### src/rtl/zt_sram.sv
module zt_sram #(
  parameter int AW = 6,
  parameter int NB = 4
) (
  input  logic            clk,
  input  logic            rst_n,
  input  logic            pipe_mode,
  input  logic            burst_ilv,
  input  logic [AW-1:0]   addr,
  input  logic            adv,
  input  logic            we_n,
  input  logic [NB-1:0]   bw_n,
  input  logic            ce1_n,
  input  logic            ce2,
  input  logic            ce3_n,
  input  logic            oe_n,
  input  logic            sleep,
  input  logic [NB*9-1:0] din,
  output logic [NB*9-1:0] dout,
  output logic            dout_vld,
  output logic [NB-1:0]   par_err
);
  localparam int DW    = NB * 9;
  localparam int DEPTH = 1 << AW;

  logic [DW-1:0] mem [DEPTH];

  logic          sel, load, cont, cyc_wr, cyc_rd;
  logic          brst_act, brst_wr;
  logic [AW-1:0] brst_base, cyc_addr;
  logic [1:0]    beat, beat_nx, low_nx;

  logic          w1_v, w2_v, wd_v;
  logic [AW-1:0] w1_a, w2_a, wd_a;
  logic [NB-1:0] w1_be, w2_be, wd_be;

  logic          rd_v1, rd_v2, hit, out_v;
  logic [AW-1:0] ra;
  logic [DW-1:0] rd_word, fwd_word, oreg, out_word;

  assign sel      = !ce1_n && ce2 && !ce3_n && !sleep;
  assign load     = sel && !adv;
  assign cont     = sel && adv && brst_act;
  assign beat_nx  = beat + 2'd1;
  assign low_nx   = burst_ilv ? (brst_base[1:0] ^ beat_nx) : (brst_base[1:0] + beat_nx);
  assign cyc_addr = load ? addr : {brst_base[AW-1:2], low_nx};
  assign cyc_wr   = (load && !we_n) || (cont && brst_wr);
  assign cyc_rd   = (load && we_n) || (cont && !brst_wr);

  always_ff @(posedge clk or negedge rst_n)
    if (!rst_n) begin
      brst_act  <= 1'b0;
      brst_wr   <= 1'b0;
      brst_base <= '0;
      beat      <= '0;
    end else if (load) begin
      brst_act  <= 1'b1;
      brst_wr   <= !we_n;
      brst_base <= addr;
      beat      <= '0;
    end else if (cont) begin
      beat      <= beat_nx;
    end else begin
      brst_act  <= 1'b0;
    end

  always_ff @(posedge clk or negedge rst_n)
    if (!rst_n) begin
      w1_v  <= 1'b0;
      w1_a  <= '0;
      w1_be <= '0;
      w2_v  <= 1'b0;
      w2_a  <= '0;
      w2_be <= '0;
      rd_v1 <= 1'b0;
      rd_v2 <= 1'b0;
      ra    <= '0;
      oreg  <= '0;
    end else begin
      w1_v  <= cyc_wr;
      w1_a  <= cyc_addr;
      w1_be <= ~bw_n;
      w2_v  <= w1_v;
      w2_a  <= w1_a;
      w2_be <= w1_be;
      rd_v1 <= cyc_rd;
      rd_v2 <= rd_v1;
      if (cyc_rd) ra <= cyc_addr;
      if (rd_v1) oreg <= fwd_word;
    end

  assign wd_v  = pipe_mode ? w2_v  : w1_v;
  assign wd_a  = pipe_mode ? w2_a  : w1_a;
  assign wd_be = pipe_mode ? w2_be : w1_be;

  always_ff @(posedge clk)
    if (wd_v)
      for (int b = 0; b < NB; b++)
        if (wd_be[b]) mem[wd_a][b*9 +: 9] <= din[b*9 +: 9];

  assign rd_word  = mem[ra];
  assign hit      = wd_v && (wd_a == ra);
  assign out_word = pipe_mode ? oreg : rd_word;
  assign out_v    = pipe_mode ? rd_v2 : rd_v1;
  assign dout_vld = out_v && !oe_n && !sleep;
  assign dout     = dout_vld ? out_word : '0;

  for (genvar b = 0; b < NB; b++) begin : g_byte
    assign fwd_word[b*9 +: 9] = (hit && wd_be[b]) ? din[b*9 +: 9] : rd_word[b*9 +: 9];
    assign par_err[b]         = dout_vld && (^out_word[b*9 +: 9]);
  end

endmodule

### config.mk
export PLATFORM = sky130hd
export DESIGN_NAME = zt_sram
export DESIGN_NICKNAME = d
export VERILOG_FILES = /design/src/rtl/zt_sram.sv
export SDC_FILE = /design/constraint.sdc
export NUM_CORES = 2
export LEC_CHECK = 0
export BUFFER_PORTS_ARGS = -buffer_cell sky130_fd_sc_hd__buf_2
export CAP_MARGIN = 20
export CORE_AREA = 2 2 572 574
export CTS_BUF_LIST = sky130_fd_sc_hd__clkbuf_2
export DETAILED_ROUTE_END_ITERATION = 10
export DIE_AREA = 0 0 574 576
export PLACE_DENSITY = 0.39
export SYNTH_ARGS = -nofsm -noshare
export SYNTH_HDL_FRONTEND = slang
export SYNTH_SLANG_ARGS = --single-unit
### constraint.sdc
create_clock -name clk -period 4.89 [get_ports clk]
set_input_delay 0.978 -clock clk [delete_from_list [all_inputs] [get_ports clk]]
set_output_delay 0.978 -clock clk [all_outputs]
set_load 0.01 [all_outputs]
* After elaboration in Yosys (flattened, before gate mapping)
Memory sizes are Yosys's and may differ from the RTL's.
Index checks and enable logic that the tools add are counted.
** Word-level totals
- Register bits :: 76
- RAM bits :: 2304
- Input bits :: 57
- Output and inout bits :: 41
- Word-level logic and storage cells :: 84
- Memories kept :: 1
** Cells by class
- Add/sub/neg operators :: 2
- Equality and inequality tests :: 2
- Mux-type cells :: 28
- Bitwise logic cells :: 2
- Reductions and logical operators :: 35
** Memory list
- mem :: words 64, bits a word 36, rd ports 1, clocked after memory_dff 0, wr ports 1, line 26 : logic [DW-1:0] mem [DEPTH];
** Operator list (count)
- $mux 36 :: 2
- $mux 9 :: 4
- $reduce_xor 9->1 :: 4
- $logic_and 1x1->1 :: 21
- $mux 1 :: 16
- $mux 6 :: 2
- $logic_not 1->1 :: 7
- $eq 6x6->1 :: 1
- $mux 2 :: 3
- $mux 4 :: 1
- $not 4->4 :: 1
- $add 2x1->2 const B :: 1
- $add 2x2->2 :: 1
- $logic_or 1x1->1 :: 2
- $ne 2x2->1 const B :: 1
- $reduce_bool 2->1 :: 1
- $xor 2x2->2 :: 1

* Logic depth before layout (Yosys ltp)
- Depth after elaboration :: 8
- Depth in mapped cells :: 15
- Gate-level depth less buffers :: 9

* Worst setup path after synthesis
No wires, ideal clock.
- Path type :: reg2out
- From :: reg ra[0]
- To :: out par_err[2]
- Data arrival time :: 3.400 ns
- Setup slack :: 0.512 ns
- Cell stages (with the launch flop) :: 13
- Path buffers :: 4
- Cell sequence :: dfrtp_1 -> buf_6 -> buf_6 -> buf_4 -> buf_2 -> mux4_2 -> mux4_2 -> a22oi_1 -> nand2_1 -> mux2i_1 -> xnor3_1 -> xnor2_1 -> mux2_1
** Between the ends
- Longest elaborated chain between the ends :: 4
** Ends and longest elaborated chain
- from (decl) :: line 38 : logic [AW-1:0] ra;
- from (signal assigned) :: line 88 : if (cyc_rd) ra <= cyc_addr;
- $mem_v2 64x36
- $mux 36 :: line 103 : assign out_word = pipe_mode ? oreg : rd_word;
- $reduce_xor 9->1 :: line 110 : assign par_err[b] = dout_vld && (^out_word[b*9 +: 9]);
- $logic_and 1x1->1 :: line 110
- to (decl) :: line 21 : output logic [NB-1:0] par_err
No other way between the ends.

* Final worst setup path
- From :: reg ra[0]
- To :: reg oreg[4]
** Between the ends
- Longest elaborated chain between the ends :: 4
** Ends and longest elaborated chain
- parallel branches: the longest is 3 deep, another holds $mem_v2 64x36
- $mux 9 (*) :: line 109 : assign fwd_word[b*9 +: 9] = (hit && wd_be[b]) ? din[b*9 +: 9] : rd_word[b*9 +: 9];
- to (signal assigned) :: line 89 : if (rd_v1) oreg <= fwd_word;
- to (decl) :: line 39 : logic [DW-1:0] rd_word, fwd_word, oreg, out_word;
Every way passes the cells marked *.
A chain may end at the register's enable or synchronous reset.

==> out/metrics.cfg <==
[outcome]
outcome = finished, violations left
violations = setup timing

[sta]
layout_min_cycle_time_ps = 7260
whs_ps = 263.2
fin_ws_ps = -2370
worstMarginPinSlew_ps = 1090
final_max_slew_viol_count = 0
period_share_pct = 148.5
max_freq_mhz = 137.8
maxSlewHeadroom_pct = 27.08
rsz0062_at_grt = true
hold_viol_final = 0
setup_viol = 41
skew_ps = 153.3

[placed_design]
place_inst = 9415
dp_slack_ps = -633.6
portBuffers = 97
place_area_mm2 = 0.1045
dp_hpwl_um = 206700
place_congestion = 0.7958

[power_and_ir_drop]
p_clk_share_pct = 27.5
combPwrFrac_pct = 28.9
pwr-share-seq_pct = 43.6
p_per_area_mw_per_mm2 = 448.6
internal_power_mw = 35.41
p_sw_share_pct = 31.88
p_switching_mw = 16.57
ir_drop_mv = 0.2105
p_leak_nw = 39.46

[cts]
numCtsBuffers = 646
path_clk_slew_ps = 110
cts_tree = yes
clockBufferDepth = 4
clk_latency_ps = 2080
cts_max_level = 6
root_buffer = clkbuf_2
cts_sinks = 2380

[yosys]
syn-instance-count = 4493
netlist_area_mm2 = 0.09359
synth_area_per_cell_um2 = 20.83
synthFlopType = edfxtp_1
synth_seq_area_share_pct = 75.96
ys_types = 74
ys_warn_count = 0
ys_ff_latch = 2380
synth_nets = 4551
synth_edf_count = 2304
synth-async-reset-ratio_pct = 3.193

[layout]
syn_to_final_growth_pct = 23.83
layout-drive-gt1-share_pct = 44.93
finalNetCount = 6096
final_util_pct = 35.63
final-instance-count-excl-fill = 10854
final_area_mm2 = 0.1159

[global_routing]
grt_pass1_wl_um = 448500
first_global_vias = 54950
grt_overflow_total = 0
grt_max_degree = 66
antenna_found_initial = 20
grt_usage_pct = 19.40

[die]
dieHeight_um = 576
core_area_mm2 = 0.3253
die_w_um = 574
io_pins = 98
rows = 210
initial_core_util_pct = 28.77
die_area_mm2 = 0.3306

[routing]
first_pass_iters = 5
routed_via_density = 4.832
wl_per_cell_um = 29.99
drtIter0Drc = 4852
ant_nets = 0
drc = 0
totalWireLength_um = 325500
routed-via-count = 52443

[hold_path]
hold_class = in2reg

[critical_path]
cp_num_buf_inv = 44
cpMostUsedCell = buf_4
worst_ep_arrival_time_ps = 9270
critPathMaxStageDelay_ps = 500
startpoint_type = flop
cp-end-kind = flop
crit_path_max_fanout = 5
crit_type = reg2reg
slowest_stage = dfrtp_4
critPathTopFamily = buffers and inverters
required_ps = 6900

[job]
drv_cap = 0

cells in the mapped netlist (9+ instances only):
master	number	share of area [%]
edfxtp_1	2304	74
buf_2	77	0.41
xnor2_1	15	0.14
a21oi_1	52	0.28
and2_1	20	0.13
a221oi_1	15	0.14
a31oi_1	18	0.12
nand2_1	191	0.77
a22oi_1	54	0.43
inv_1	16	0.064
nand3_1	52	0.28
nand2b_1	10	0.067
a32oi_1	21	0.20
mux4_2	586	14
buf_6	26	0.31
dfrtp_1	76	2.0
o22ai_1	22	0.15
buf_4	34	0.27
mux2_2	41	0.49
nor3_1	14	0.075
nor2_1	367	1.5
nor2b_1	24	0.16
buf_1	38	0.15
clkbuf_1	69	0.28
mux2i_1	174	1.9
o21ai_0	26	0.14
a211oi_1	27	0.22
and3_1	9	0.060
xnor3_1	11	0.26
routing by layer:
layer,share of wire (%),vias to the layer above,GRT usage (%)
li1,-,22039,-
met1,44,28303,26.54
met2,48,1676,31.94
met3,5.1,421,3.249
met4,2.4,4,5.254
met5,0.0080,-,0
through the flow:
step | power, mW | setup TNS, ps
after floorplan | 29.76 | 0
after global placement | 35.65 | -1477
after detailed placement | 35.64 | -1452
after CTS | 52.43 | -72310
after global routing | 54.35 | -70480
final | 51.99 | -56360
worst min-delay path: cells and delay by family:
kind                   cells  cell delay (ps)
buffers and inverters      4             1290
area by class of cell:
type	instances	area [um2]
tap	4346	5438
sequential	2380	71110
clock buffer	940	4705
antenna	11	27.53
inverter	20	82.58
multi-input combinational	1843	22390
fill	31109	209400
timing repair buffer	1147	11080
clock inverter	167	1064
repair_timing:
action / CTS / global route
gates resized for setup: 328 / 150
endpoints found under the setup margin: 41 / 42
hold buffers: 137 / 1
buffers inserted: 164 / 59
pin swaps: 55 / 56
endpoints found under the hold margin: 2444 / 30
cloned: 18 / 3
power by group through the flow:
stage | Sequential, mW | Combinational, mW | Clock, mW
finish | 22.7 | 15.0 | 14.3
global route | 22.7 | 15.7 | 15.9
CTS | 22.7 | 14.8 | 14.9
detailed placement | 23.1 | 12.5 | 0
global placement | 23.1 | 12.5 | 0
floorplan | 23.0 | 6.73 | 0
kinds of logic (layout without fill, tap and decap cells):
logic type      Yosys count  after routing  share of synthesized area [%]
compound gates          286            286                          2.158
flops                  2380           2380                          75.96
buf+inv                 270           2274                          1.630
mux                     805            805                          16.55
simple gates            723            723                          3.273
fa+ha+maj                 1              1                        0.01337
other cells               0             11                              0
xor+xnor                 28             28                         0.4238
state kept, by name, indices dropped and copies added (netlist names):
signal,flops
rd_v2,1
mem,2304
w1_a,6
oreg,36
w2_v,1
ra,6
w2_be,4
brst_base,6
brst_wr,1
beat,2
brst_act,1
w1_be,4
w1_v,1
rd_v1,1
w2_a,6
layout by cell type, fill, tap and decap left out, types with 24 or more instances in the layout:
cell type	instances
buf_16	32
mux2i_1	145
mux4_2	588
clkinv_1	99
dfrtp_1	69
buf_12	92
buf_6	78
buf_2	85
nand3_1	40
nand2_2	24
mux2_2	36
edfxtp_1	2304
a21oi_1	36
dlygate4sd3_1	120
buf_4	714
nand2_1	165
nor2_1	344
clkbuf_2	940
a22oi_1	32
final timing paths:
check	end	slack, ps	cells after the start	from
setup / recovery	oreg[4]	-2370	50	ra[0]
hold / removal	w1_be[2]	260	4	bw_n[2]
setup reg to reg	oreg[4]	-2370	50	ra[0]
hold reg to reg	w2_a[0]	350	0	w1_a[0]
max in group asynchronous	ra[1]	3500	6	rst_n
min in group asynchronous	w2_be[2]	520	5	rst_n
No activity file was read; power rests on OpenSTA's default activity.
